## config.mk

```make
export PLATFORM = sky130hd
export DESIGN_NAME = disc_idle_seq
export DESIGN_NICKNAME = d
export VERILOG_FILES = /design/src/rtl/idle_seq_pkg.sv /design/src/rtl/idle_seq_sync.sv /design/src/rtl/idle_seq_fsm.sv /design/src/rtl/idle_seq_decode.sv /design/src/rtl/disc_idle_seq.sv
export SDC_FILE = /design/constraint.sdc
export NUM_CORES = 1
export LEC_CHECK = 0
export BUFFER_PORTS_ARGS = -buffer_cell sky130_fd_sc_hd__buf_2
export CAP_MARGIN = 5
export CORE_MARGIN = 8
export CORE_UTILIZATION = 25
export DETAILED_ROUTE_END_ITERATION = 8
export GPL_TIMING_DRIVEN = 0
export PLACE_DENSITY = 0.51
export SYNTH_ARGS = -nofsm -noshare
export SYNTH_HDL_FRONTEND = slang
export SYNTH_SLANG_ARGS = --single-unit
```

## constraint.sdc

```tcl
create_clock -name clk -period 1.15 [get_ports clk]
set_input_delay 0.0575 -clock clk [delete_from_list [all_inputs] [get_ports clk]]
set_output_delay 0.0575 -clock clk [all_outputs]
set_load 0.02 [all_outputs]
```

## src/rtl/idle_seq_pkg.sv

```systemverilog
package idle_seq_pkg;

    typedef enum logic [2:0] {
        ST_BUSY  = 3'd0,
        ST_IDLE1 = 3'd1,
        ST_IDLE2 = 3'd2,
        ST_IDLE3 = 3'd3,
        ST_PEND  = 3'd4
    } idle_state_e;

    typedef enum logic [1:0] {
        OPK_SEC   = 2'd0,
        OPK_END   = 2'd1,
        OPK_DSJ   = 2'd2,
        OPK_CLEAR = 2'd3
    } op_kind_e;

    localparam int STATE_W = $bits(idle_state_e);
    localparam int KIND_W  = $bits(op_kind_e);

    typedef struct packed {
        idle_state_e state;
        logic        st_start;
        logic        load_prev;
    } seq_regs_t;

    function automatic logic is_idle(idle_state_e s);
        return (s == ST_IDLE1) || (s == ST_IDLE2) || (s == ST_IDLE3);
    endfunction

    function automatic logic switch_ok(idle_state_e s);
        return (s == ST_IDLE2) || (s == ST_IDLE3);
    endfunction

endpackage

```

## src/rtl/idle_seq_sync.sv

```systemverilog
module idle_seq_sync #(
    parameter int STAGES = 2
) (
    input  logic clk,
    input  logic rst_n,
    input  logic async_in,
    output logic rise
);
    typedef struct packed {
        logic [STAGES-1:0] chain;
        logic              prev;
    } sync_regs_t;

    sync_regs_t cur_q, nxt_d;
    logic [STAGES-1:0] shift_d;

    for (genvar g = 0; g < STAGES; g++) begin : g_stage
        if (g == 0) begin : g_first
            assign shift_d[g] = async_in;
        end else begin : g_next
            assign shift_d[g] = cur_q.chain[g-1];
        end
    end

    always_comb begin
        nxt_d       = cur_q;
        nxt_d.chain = shift_d;
        nxt_d.prev  = cur_q.chain[STAGES-1];
    end

    always_ff @(posedge clk) begin
        if (!rst_n) cur_q <= '0;
        else        cur_q <= nxt_d;
    end

    assign rise = cur_q.chain[STAGES-1] & ~cur_q.prev;
endmodule

```

## src/rtl/idle_seq_fsm.sv

```systemverilog
module idle_seq_fsm
    import idle_seq_pkg::*;
(
    input  logic              clk,
    input  logic              rst_n,
    input  logic              op_start,
    input  logic              op_done,
    input  logic [KIND_W-1:0] op_kind,
    input  logic              selftest_done,
    input  logic              power_on,
    input  logic              drive_loaded,
    input  logic              sw_rise,
    output idle_state_e       state,
    output logic              st_start
);
    seq_regs_t cur_q, nxt_d;
    logic      load_rise;

    assign load_rise = drive_loaded & ~cur_q.load_prev;

    always_comb begin
        nxt_d           = cur_q;
        nxt_d.st_start  = 1'b0;
        nxt_d.load_prev = drive_loaded;
        if (power_on) begin
            nxt_d.state = ST_PEND;
        end else begin
            case (cur_q.state)
                ST_PEND: begin
                    if (selftest_done) nxt_d.state = ST_IDLE3;
                end
                ST_BUSY: begin
                    if (op_done) begin
                        case (op_kind_e'(op_kind))
                            OPK_SEC:          nxt_d.state = ST_IDLE1;
                            OPK_END, OPK_DSJ: nxt_d.state = ST_IDLE2;
                            OPK_CLEAR:        nxt_d.state = ST_IDLE3;
                            default:          nxt_d.state = ST_IDLE1;
                        endcase
                    end
                end
                default: begin
                    if (op_start) begin
                        nxt_d.state = ST_BUSY;
                    end else if (load_rise) begin
                        nxt_d.state = ST_PEND;
                    end else if (sw_rise && switch_ok(cur_q.state)) begin
                        nxt_d.state    = ST_PEND;
                        nxt_d.st_start = 1'b1;
                    end
                end
            endcase
        end
    end

    always_ff @(posedge clk) begin
        if (!rst_n) begin
            cur_q.state     <= ST_PEND;
            cur_q.st_start  <= 1'b0;
            cur_q.load_prev <= 1'b0;
        end else begin
            cur_q <= nxt_d;
        end
    end

    assign state    = cur_q.state;
    assign st_start = cur_q.st_start;
endmodule

```

## src/rtl/idle_seq_decode.sv

```systemverilog
module idle_seq_decode
    import idle_seq_pkg::*;
(
    input  idle_state_e state,
    input  logic        drive_loaded,
    output logic        poll_en,
    output logic        poll_resp,
    output logic        unload_rpt
);
    always_comb begin
        poll_en    = 1'b0;
        poll_resp  = 1'b0;
        unload_rpt = 1'b0;
        case (state)
            ST_IDLE1: poll_en = 1'b1;
            ST_IDLE2: begin
                poll_en    = ~drive_loaded;
                unload_rpt = ~drive_loaded;
            end
            ST_IDLE3: begin
                poll_en    = ~drive_loaded;
                unload_rpt = ~drive_loaded;
                poll_resp  = 1'b1;
            end
            default: ;
        endcase
    end
endmodule

```

## src/rtl/disc_idle_seq.sv

```systemverilog
module disc_idle_seq
    import idle_seq_pkg::*;
#(
    parameter int SYNC_STAGES = 2
) (
    input  logic               clk,
    input  logic               rst_n,
    input  logic               op_start,
    input  logic               op_done,
    input  logic [KIND_W-1:0]  op_kind,
    input  logic               selftest_done,
    input  logic               power_on,
    input  logic               drive_loaded,
    input  logic               st_switch,
    output logic [STATE_W-1:0] idle_state,
    output logic               poll_en,
    output logic               poll_resp,
    output logic               unload_rpt,
    output logic               st_start
);
    logic        sw_rise;
    idle_state_e state;

    idle_seq_sync #(.STAGES(SYNC_STAGES)) u_sync (
        .clk      (clk),
        .rst_n    (rst_n),
        .async_in (st_switch),
        .rise     (sw_rise)
    );

    idle_seq_fsm u_fsm (
        .clk           (clk),
        .rst_n         (rst_n),
        .op_start      (op_start),
        .op_done       (op_done),
        .op_kind       (op_kind),
        .selftest_done (selftest_done),
        .power_on      (power_on),
        .drive_loaded  (drive_loaded),
        .sw_rise       (sw_rise),
        .state         (state),
        .st_start      (st_start)
    );

    idle_seq_decode u_dec (
        .state        (state),
        .drive_loaded (drive_loaded),
        .poll_en      (poll_en),
        .poll_resp    (poll_resp),
        .unload_rpt   (unload_rpt)
    );

    assign idle_state = state;
endmodule

```

==> results of run 1 <==
[stage by stage]
step                hold WS [ps]  cell area, µm²  TNS, ps
global placement           265.4           508.0        0
global route               15.58           568.0   -88.57
floorplan                  179.2           407.9        0
CTS                        12.34           559.3        0
finish                     18.72           568.0        0
detailed placement         277.3           508.0        0
[report_power, final]
group,internal [mW],total [mW],switching (mW)
logic,0.0623,0.109,0.0470
clock network,0.119,0.208,0.0890
registers,0.290,0.301,0.0113
total,0.471,0.619,0.147
[metal layers]
metal	vias up	track usage (%)	share of wire, %
li1	174	-	-
met1	146	4.968	41
met2	16	7.924	44
met3	0	5.708	15
met4	0	1.031	0
met5	-	0	0
[worst paths after layout]
path | start | endpoint | slack, ps
worst min register to register | u_sync.cur_q[1] | u_sync.cur_q[2] | 430
worst min-delay path | st_switch | u_sync.cur_q[1] | 20
worst max register to register | u_fsm.state[2] | u_fsm.state[2] | 40
worst max-delay path | u_fsm.state[2] | poll_resp | 30
[repair_timing]
| action | 4_1_cts | 5_1_grt |
|---|---|---|
| endpoints found under the setup margin | 3 | 4 |
| resized for setup | 5 | 3 |
| pin swaps | 0 | 1 |
| setup buffers | 2 | 0 |
[logic make-up (layout without fill, tap and decap cells)]
family | after synthesis | count (layout)
adder cells (fa/ha/maj) | 1 | 1
multiplexers | 1 | 1
AND/OR/NAND/NOR | 19 | 19
buffers and inverters | 6 | 27
AO/OA/AOI/OAI | 4 | 4
flip-flops | 8 | 8
[cells in the final DEF (no fill, tap or decap), drive strengths merged, types with 2 or more instances in the layout]
| cell type | Yosys | layout |
|---|---|---|
| and2 | 4 | 4 |
| clkbuf | 0 | 3 |
| nor2 | 2 | 2 |
| nor3b | 2 | 2 |
| nand2 | 2 | 2 |
| dfxtp | 8 | 8 |
| o22ai | 2 | 2 |
| inv | 2 | 2 |
| buf | 4 | 22 |
| and2b | 4 | 4 |
[cell type report]
type / count / share of cell area, %
Buffer: 4 / 5.947
Timing Repair Buffer: 18 / 17.62
Tap cell: 16 / 3.524
Clock buffer: 3 / 3.965
Inverter: 2 / 1.322
Multi-Input combinational cell: 25 / 38.55
Sequential cell: 8 / 29.07
[state kept, by name (all words and copies together), names as in the netlist]
| signal | flops |
|---|---|
| u_fsm.st_start | 1 |
| u_fsm.cur_q | 1 |
| u_sync.cur_q | 3 |
| u_fsm.state | 3 |
==> results.md, run 1 <==
| Metric | Value | Unit |
|:---|:---|:---|
| Endpoints failing hold | 0 | - |
| Worst reg2reg path depth | 4 | - |
| Pin count of the biggest net entering global routing | 9 | - |
| FFs w/ async S/R, synth | 0 | % |
| Fin crit share | 97.66 | % |
| Post-layout utilization of the core | 37.71 | % |
| Post-route clock skew | 1.846 | ps |
| First-pass GRT wire length | 1359 | µm |
| Yosys cell types | 20 | - |
| Setup slack after layout | 26.94 | ps |
| Clock transition at path regs | 50 | ps |
| Yosys warning count | 0 | - |
| Quantity of I/O buffers inserted on ports | 16 | - |
| Setup repair after global routing missed its margin | true | - |
| Number of enable-type register cells in the synthesized netlist | 0 | - |
| Final setup violating endpoints | 0 | - |
| Startpoint types | flip-flop | - |
| Post-Synth XOR/XNOR Area | 0 | % |
| TritonCTS clock tree | done | - |
| Row count | 14 | - |
| CTS Buf Count | 3 | - |
| Worst slew slack as a fraction of its limit | 84.85 | % |
| Static leakage power | 0.2708 | nW |
| Via count of the routed design | 336 | - |
| Average routed wire per standard cell | 10.92 | µm |
| DRC Markers | 0 | - |
| Latest clock arrival within the worst-skew pair | 250 | ps |
| Sequential standard cell area | 165.2 | µm² |
| Share of cells above drive strength 1 | 60.00 | % |
| Maximum vdd drop | 0.6797 | mV |
| Post-placement cell count | 71 | - |
| Biggest cell delay along the critical path | 340 | ps |
| Fin crit period | 1123 | ps |
| Critical path's top delay family | flip-flops | - |
| Depth of the CTS H-tree | 1 | - |
| Area Overhead vs Synth | 40.99 | % |
| Antenna violations before repair | 0 | - |
| Global route overflow | 0 | - |
| Post-synthesis sequential element count | 8 | - |
| Worst slew pin tran | 223.8 | ps |
| Buffer cell driving the clock tree root | sky130_fd_sc_hd__clkbuf_4 | - |
| Netlist Area Pre-Place | 402.9 | µm² |
| Filler cell count | 158 | - |
| Class of the most critical setup path | flip-flop to output port | - |
| Dominant cell by count in the synthesized netlist | sky130_fd_sc_hd__dfxtp_1 | - |
| Most used DFF post-synth | sky130_fd_sc_hd__dfxtp_1 | - |
| Number of buffers and inverters on the critical path | 2 | - |
| Core region area | 1506 | µm² |
| Finished Layout Cells | 76 | - |
| Path type of the worst min-delay path | primary input to flip-flop | - |
| Die W | 56.15 | µm |
| Post-synthesis area per instance | 10.33 | µm² |
| Maximum clock insertion buffer count | 2 | - |
| Die ar. | 3152 | µm² |
| Drt initial violations | 0 | - |
| Required time of the critical path | 1090 | ps |
| Hold-fix buffer count after cts | 0 | - |
| I/O pin cnt | 17 | - |
| Footprint of the multi-input gates | 219.0 | µm² |
| Data arrival time at the worst-slack endpoint | 1070 | ps |
| Power per standard cell area | 1089 | nW/µm² |
| Post-synthesis mux area share | 2.795 | % |
| Final wirelength | 830 | µm |
| Main combinational cell family by area after synthesis | simple AND/OR/NAND/NOR gates | - |
| Cell types occupying the most area after synthesis | sky130_fd_sc_hd__dfxtp_1 40%, sky130_fd_sc_hd__nand4bb_4 6.8%, sky130_fd_sc_hd__and2_1 6.2% | - |
| Fmax | 890.4 | MHz |
| Net count after synthesis | 50 | - |
| Cell type contributing the most total cell area after synthesis | sky130_fd_sc_hd__dfxtp_1 | - |
| Detailed-routing iteration count for the pre-antenna-repair pass | 1 | - |
| Ratio of routed vias to standard cells | 4.421 | - |
| ANT nets after route | 0 | - |
| Count of clock tree sinks | 8 | - |
| Post-Synth Simple-Gate Area | 36.96 | % |
| Top cells by count, synth | 8 x sky130_fd_sc_hd__dfxtp_1, 4 x sky130_fd_sc_hd__and2_1, 3 x sky130_fd_sc_hd__buf_4 | - |
| Overall routing resource usage | 5.316 | % |
| RePlAce Congestion | 0.6084 | - |
| Max_cap viols | 0 | - |
| Final Total Pwr | 0.6186 | mW |
| Nets | 73 | - |
| Cell depth of the worst setup path | 3 | - |
| Number of global-route vias before repair | 335 | - |
| Worst hold path cell count | 2 | - |
| Cells after synthesis | 39 | - |
| Estimated wirelength of the detail-placed design | 662.7 | µm |
| Crit-path slowest cell | sky130_fd_sc_hd__dfxtp_1 | - |
| Setup crit end kind | output port | - |
| Crit-path cells | buf_6, and3b_2, buf_2 | - |
| Sequential-to-total area share from yosys stat | 39.75 | % |
| Starting Density | 26.74 | % |
| Crit-path max FO | 8 | - |
| Post-Place Setup Slack | 34.00 | ps |
| Result of the run | finished, final reports clean | - |
| Number of antenna repair diodes | 0 | - |
| Die height | 56.15 | µm |
| Synth Area in Adders | 3.106 | % |
| Synthesized-area fraction occupied by ao, oa, aoi and oai cells | 7.143 | % |
| Pins over their slew limit | 0 | - |
| Area fraction of the dominant cell type after synthesis | 39.75 | % |
(Power assumes the default switching activity.)
==> run 2: changes to the inputs <==
--- a/config.mk
+++ b/config.mk
@@ -11,7 +11,8 @@
 export CORE_UTILIZATION = 25
 export DETAILED_ROUTE_END_ITERATION = 8
 export GPL_TIMING_DRIVEN = 0
-export PLACE_DENSITY = 0.51
+export PLACE_DENSITY = 0.52
 export SYNTH_ARGS = -nofsm -noshare
 export SYNTH_HDL_FRONTEND = slang
+export SYNTH_HIERARCHICAL = 1
 export SYNTH_SLANG_ARGS = --single-unit
==> run 2 against run 1 <==
Sequential power hardly changed. Synthesized area down 4.0%. Die area decreased by 2.9%. Clock power hardly changed. Cell area grew 1.1%. Global-route usage increased by 1.1 points. Critical endpoint unchanged.
==> results.md, run 2 <==
| Metric | Value | Unit | Delta |
|:---|:---|:---|:---|
| Core region area | 1471 | µm² | -2.3% |
| Antenna violations before repair | 0 | - | unchanged |
| Fin crit period | 1122 | ps | -1.501 ps |
| TritonCTS clock tree | done | - |  |
| Most frequent cells in the layout | 14 x sky130_fd_sc_hd__buf_2, 5 x sky130_fd_sc_hd__buf_4, 5 x sky130_fd_sc_hd__dfxtp_1, 4 x sky130_fd_sc_hd__and2_1 | - |  |
| Area fraction of the dominant cell type after synthesis | 41.42 | % | +1.7 points |
| Number of enable-type register cells in the synthesized netlist | 0 | - | unchanged |
| Fmax | 891.6 | MHz | +0.13% |
| Maximum vdd drop | 0.5667 | mV | -17% |
| Count of clock tree sinks | 8 | - | unchanged |
| Setup crit end kind | output port | - |  |
| Share of cells above drive strength 1 | 56.45 | % | -3.5 points |
| Fin crit share | 97.53 | % | -0.13 points |
| Die ar. | 3061 | µm² | -2.9% |
| I/O pin cnt | 17 | - | unchanged |
| Die W | 55.33 | µm | -1.5% |
| Average routed wire per standard cell | 11.58 | µm | +6.0% |
| Yosys warning count | 6 | - | +6 |
| Pins over their slew limit | 0 | - | unchanged |
| Pin count of the biggest net entering global routing | 7 | - | -2 |
| Most used DFF post-synth | sky130_fd_sc_hd__dfxtp_1 | - |  |
| Most frequent standard cell in the layout excluding fill and tap cells | sky130_fd_sc_hd__buf_2 | - |  |
| Detailed-routing iteration count for the pre-antenna-repair pass | 1 | - | unchanged |
| Number of global-route vias before repair | 363 | - | +8.4% |
| Post-synthesis sequential element count | 8 | - | unchanged |
| Hold-fix buffer count after cts | 0 | - | unchanged |
| Result of the run | finished, final reports clean | - |  |
| FFs w/ async S/R, synth | 0 | % | unchanged |
| Die height | 55.33 | µm | -1.5% |
| Maximum clock insertion buffer count | 2 | - | unchanged |
| Clock transition at path regs | 50 | ps | about the same |
| ANT nets after route | 0 | - | unchanged |
| RePlAce Congestion | 0.6056 | - | -0.46% |
| Worst slew slack as a fraction of its limit | 82.78 | % | -2.1 points |
| Required time of the critical path | 1090 | ps | about the same |
| Starting Density | 26.28 | % | -0.47 points |
| Synthesized-area fraction occupied by ao, oa, aoi and oai cells | 14.24 | % | +7.1 points |
| Class of the most critical setup path | flip-flop to output port | - |  |
| Overall routing resource usage | 6.394 | % | +1.1 points |
| Sequential-to-total area share from yosys stat | 41.42 | % | +1.7 points |
| Data arrival time at the worst-slack endpoint | 1060 | ps | about the same |
| Worst slew pin tran | 256.3 | ps | +32.55 ps |
| Yosys cell types | 22 | - | +10% |
| Post-route clock skew | 0.9039 | ps | -0.9419 ps |
| Footprint of the multi-input gates | 216.5 | µm² | -1.1% |
| Drt initial violations | 0 | - | unchanged |
| Final wirelength | 903 | µm | +8.8% |
| Static leakage power | 0.2747 | nW | +1.4% |
| Nets | 75 | - | +2.7% |
| Post-Synth Simple-Gate Area | 30.74 | % | -6.2 points |
| Cell types occupying the most area after synthesis | sky130_fd_sc_hd__dfxtp_1 41%, sky130_fd_sc_hd__and2_1 6.5%, sky130_fd_sc_hd__buf_4 5.8% | - |  |
| Cells after synthesis | 40 | - | +2.6% |
| Number of antenna repair diodes | 0 | - | unchanged |
| Net count after synthesis | 51 | - | +2.0% |
| Post-synthesis area per instance | 9.666 | µm² | -6.4% |
| Path type of the worst min-delay path | primary input to flip-flop | - |  |
| Largest registers | u_fsm/state (3), u_sync/cur_q (3) | - |  |
| Ratio of routed vias to standard cells | 4.577 | - | +3.5% |
| Depth of the CTS H-tree | 1 | - | unchanged |
| Crit-path max FO | 4 | - | -4 |
| Setup repair after global routing missed its margin | true | - |  |
| First-pass GRT wire length | 1635 | µm | +20% |
| Cell type contributing the most total cell area after synthesis | sky130_fd_sc_hd__dfxtp_1 | - |  |
| Row count | 14 | - | unchanged |
| Total negative setup slack | 0 | ps | unchanged |
| Global route overflow | 0 | - | unchanged |
| Sequential standard cell area | 166.4 | µm² | +0.76% |
| Buffer cell driving the clock tree root | sky130_fd_sc_hd__clkbuf_4 | - |  |
| Synth Area in Adders | 3.236 | % | +0.13 points |
| Main combinational cell family by area after synthesis | simple AND/OR/NAND/NOR gates | - |  |
| Area Overhead vs Synth | 48.54 | % |  |
| Endpoints failing hold | 0 | - | unchanged |
| Post-Synth XOR/XNOR Area | 0 | % | unchanged |
| Latest clock arrival within the worst-skew pair | 250 | ps | about the same |
| Netlist Area Pre-Place | 386.6 | µm² | -4.0% |
| DRC Markers | 0 | - | unchanged |
| Startpoint types | flip-flop | - |  |
| Via count of the routed design | 357 | - | +6.3% |
| Quantity of I/O buffers inserted on ports | 16 | - | unchanged |
| Final setup violating endpoints | 0 | - | unchanged |
| Post-synthesis mux area share | 2.589 | % | -0.21 points |
| CTS Buf Count | 3 | - | unchanged |
| Top cells by count, synth | 8 x sky130_fd_sc_hd__dfxtp_1, 4 x sky130_fd_sc_hd__and2_1, 3 x sky130_fd_sc_hd__buf_4, 3 x sky130_fd_sc_hd__nand2b_1 | - |  |
| Max_cap viols | 0 | - | unchanged |
| Power per standard cell area | 1075 | nW/µm² | -1.3% |
| Post-layout utilization of the core | 39.03 | % | +1.3 points |
| Filler cell count | 161 | - | +1.9% |
| Dominant cell by count in the synthesized netlist | sky130_fd_sc_hd__dfxtp_1 | - |  |
## run 2: changes by cell type in the layout (fill, tap and decap cells not counted), sizes merged, moves of 2 or more
cell	previous run	this run
and2b	4	0
nand2b	0	3
a32o	0	2
nor2b	0	2
nor3	0	2
o21ai	0	2
o22ai	2	0
## run 2: report_power, final
part	leakage [nW]	total, mW	switching, mW	internal [mW]
combinational	0.194	0.114	0.0533	0.0605
clock	0.0138	0.205	0.0860	0.119
sequential	0.0665	0.298	0.00840	0.290
## run 2: through the flow
stage / instances / hold WS [ps] / instance area [µm²] / power [mW] / worst slack (ps)
after floorplan: 40 / 136.0 / 391.6 / 0.3634 / -4.130
after global placement: 72 / 264.9 / 491.7 / 0.3979 / 105.0
after detailed placement: 72 / 268.0 / 491.7 / 0.3985 / 105.3
after CTS: 76 / 4.573 / 538.0 / 0.6215 / -0.9399
after global routing: 78 / 5.479 / 574.3 / 0.6594 / -14.72
final: 78 / 17.34 / 574.3 / 0.6171 / 28.44
## run 2: kinds of logic (layout without fill, tap and decap cells)
logic type	Yosys count	after routing
adders and majority gates	1	1
AOI/OAI and AO/OA	7	7
buffers and inverters	5	27
muxes	1	1
and+or+nand+nor	18	18
DFF	8	8
## run 2: worst paths after layout
path	start	endpoint	slack [ps]	cells after the start
setup / recovery	u_fsm/state[1]	poll_resp	30	3
hold / removal	st_switch	u_sync/cur_q[1]	20	2
setup reg to reg	u_fsm/state[1]	u_fsm/state[2]	80	4
hold reg to reg	u_sync/cur_q[1]	u_sync/cur_q[2]	430	1
## run 2: area by class of cell
| cell class | instances | share of cell area, % |
|---|---|---|
| inverter | 2 | 1.307 |
| buffer | 2 | 3.268 |
| tap | 16 | 3.486 |
| timing repair buffer | 20 | 21.35 |
| multi-input combinational | 27 | 37.69 |
| clock buffer | 3 | 3.922 |
| sequential | 8 | 28.98 |
## run 2: critical path, stage by stage, from the launching register on
cell	delay (ps)
sky130_fd_sc_hd__dfxtp_4	350
sky130_fd_sc_hd__buf_6	120
sky130_fd_sc_hd__and3b_2	200
sky130_fd_sc_hd__buf_4	150
## run 2: routing by layer
metal	share of wire [%]	global-route usage, %	vias to the layer above
li1	-	-	184
met1	46	7.254	153
met2	42	8.333	18
met3	11	2.968	2
met4	0.89	6.338	0
met5	0	0	-
## run 2: what timing repair did
action,in CTS,in global routing
pin swaps,0,4
buffers inserted,2,2
endpoints found under the setup margin,3,4
cloned,0,0
resized for setup,7,5
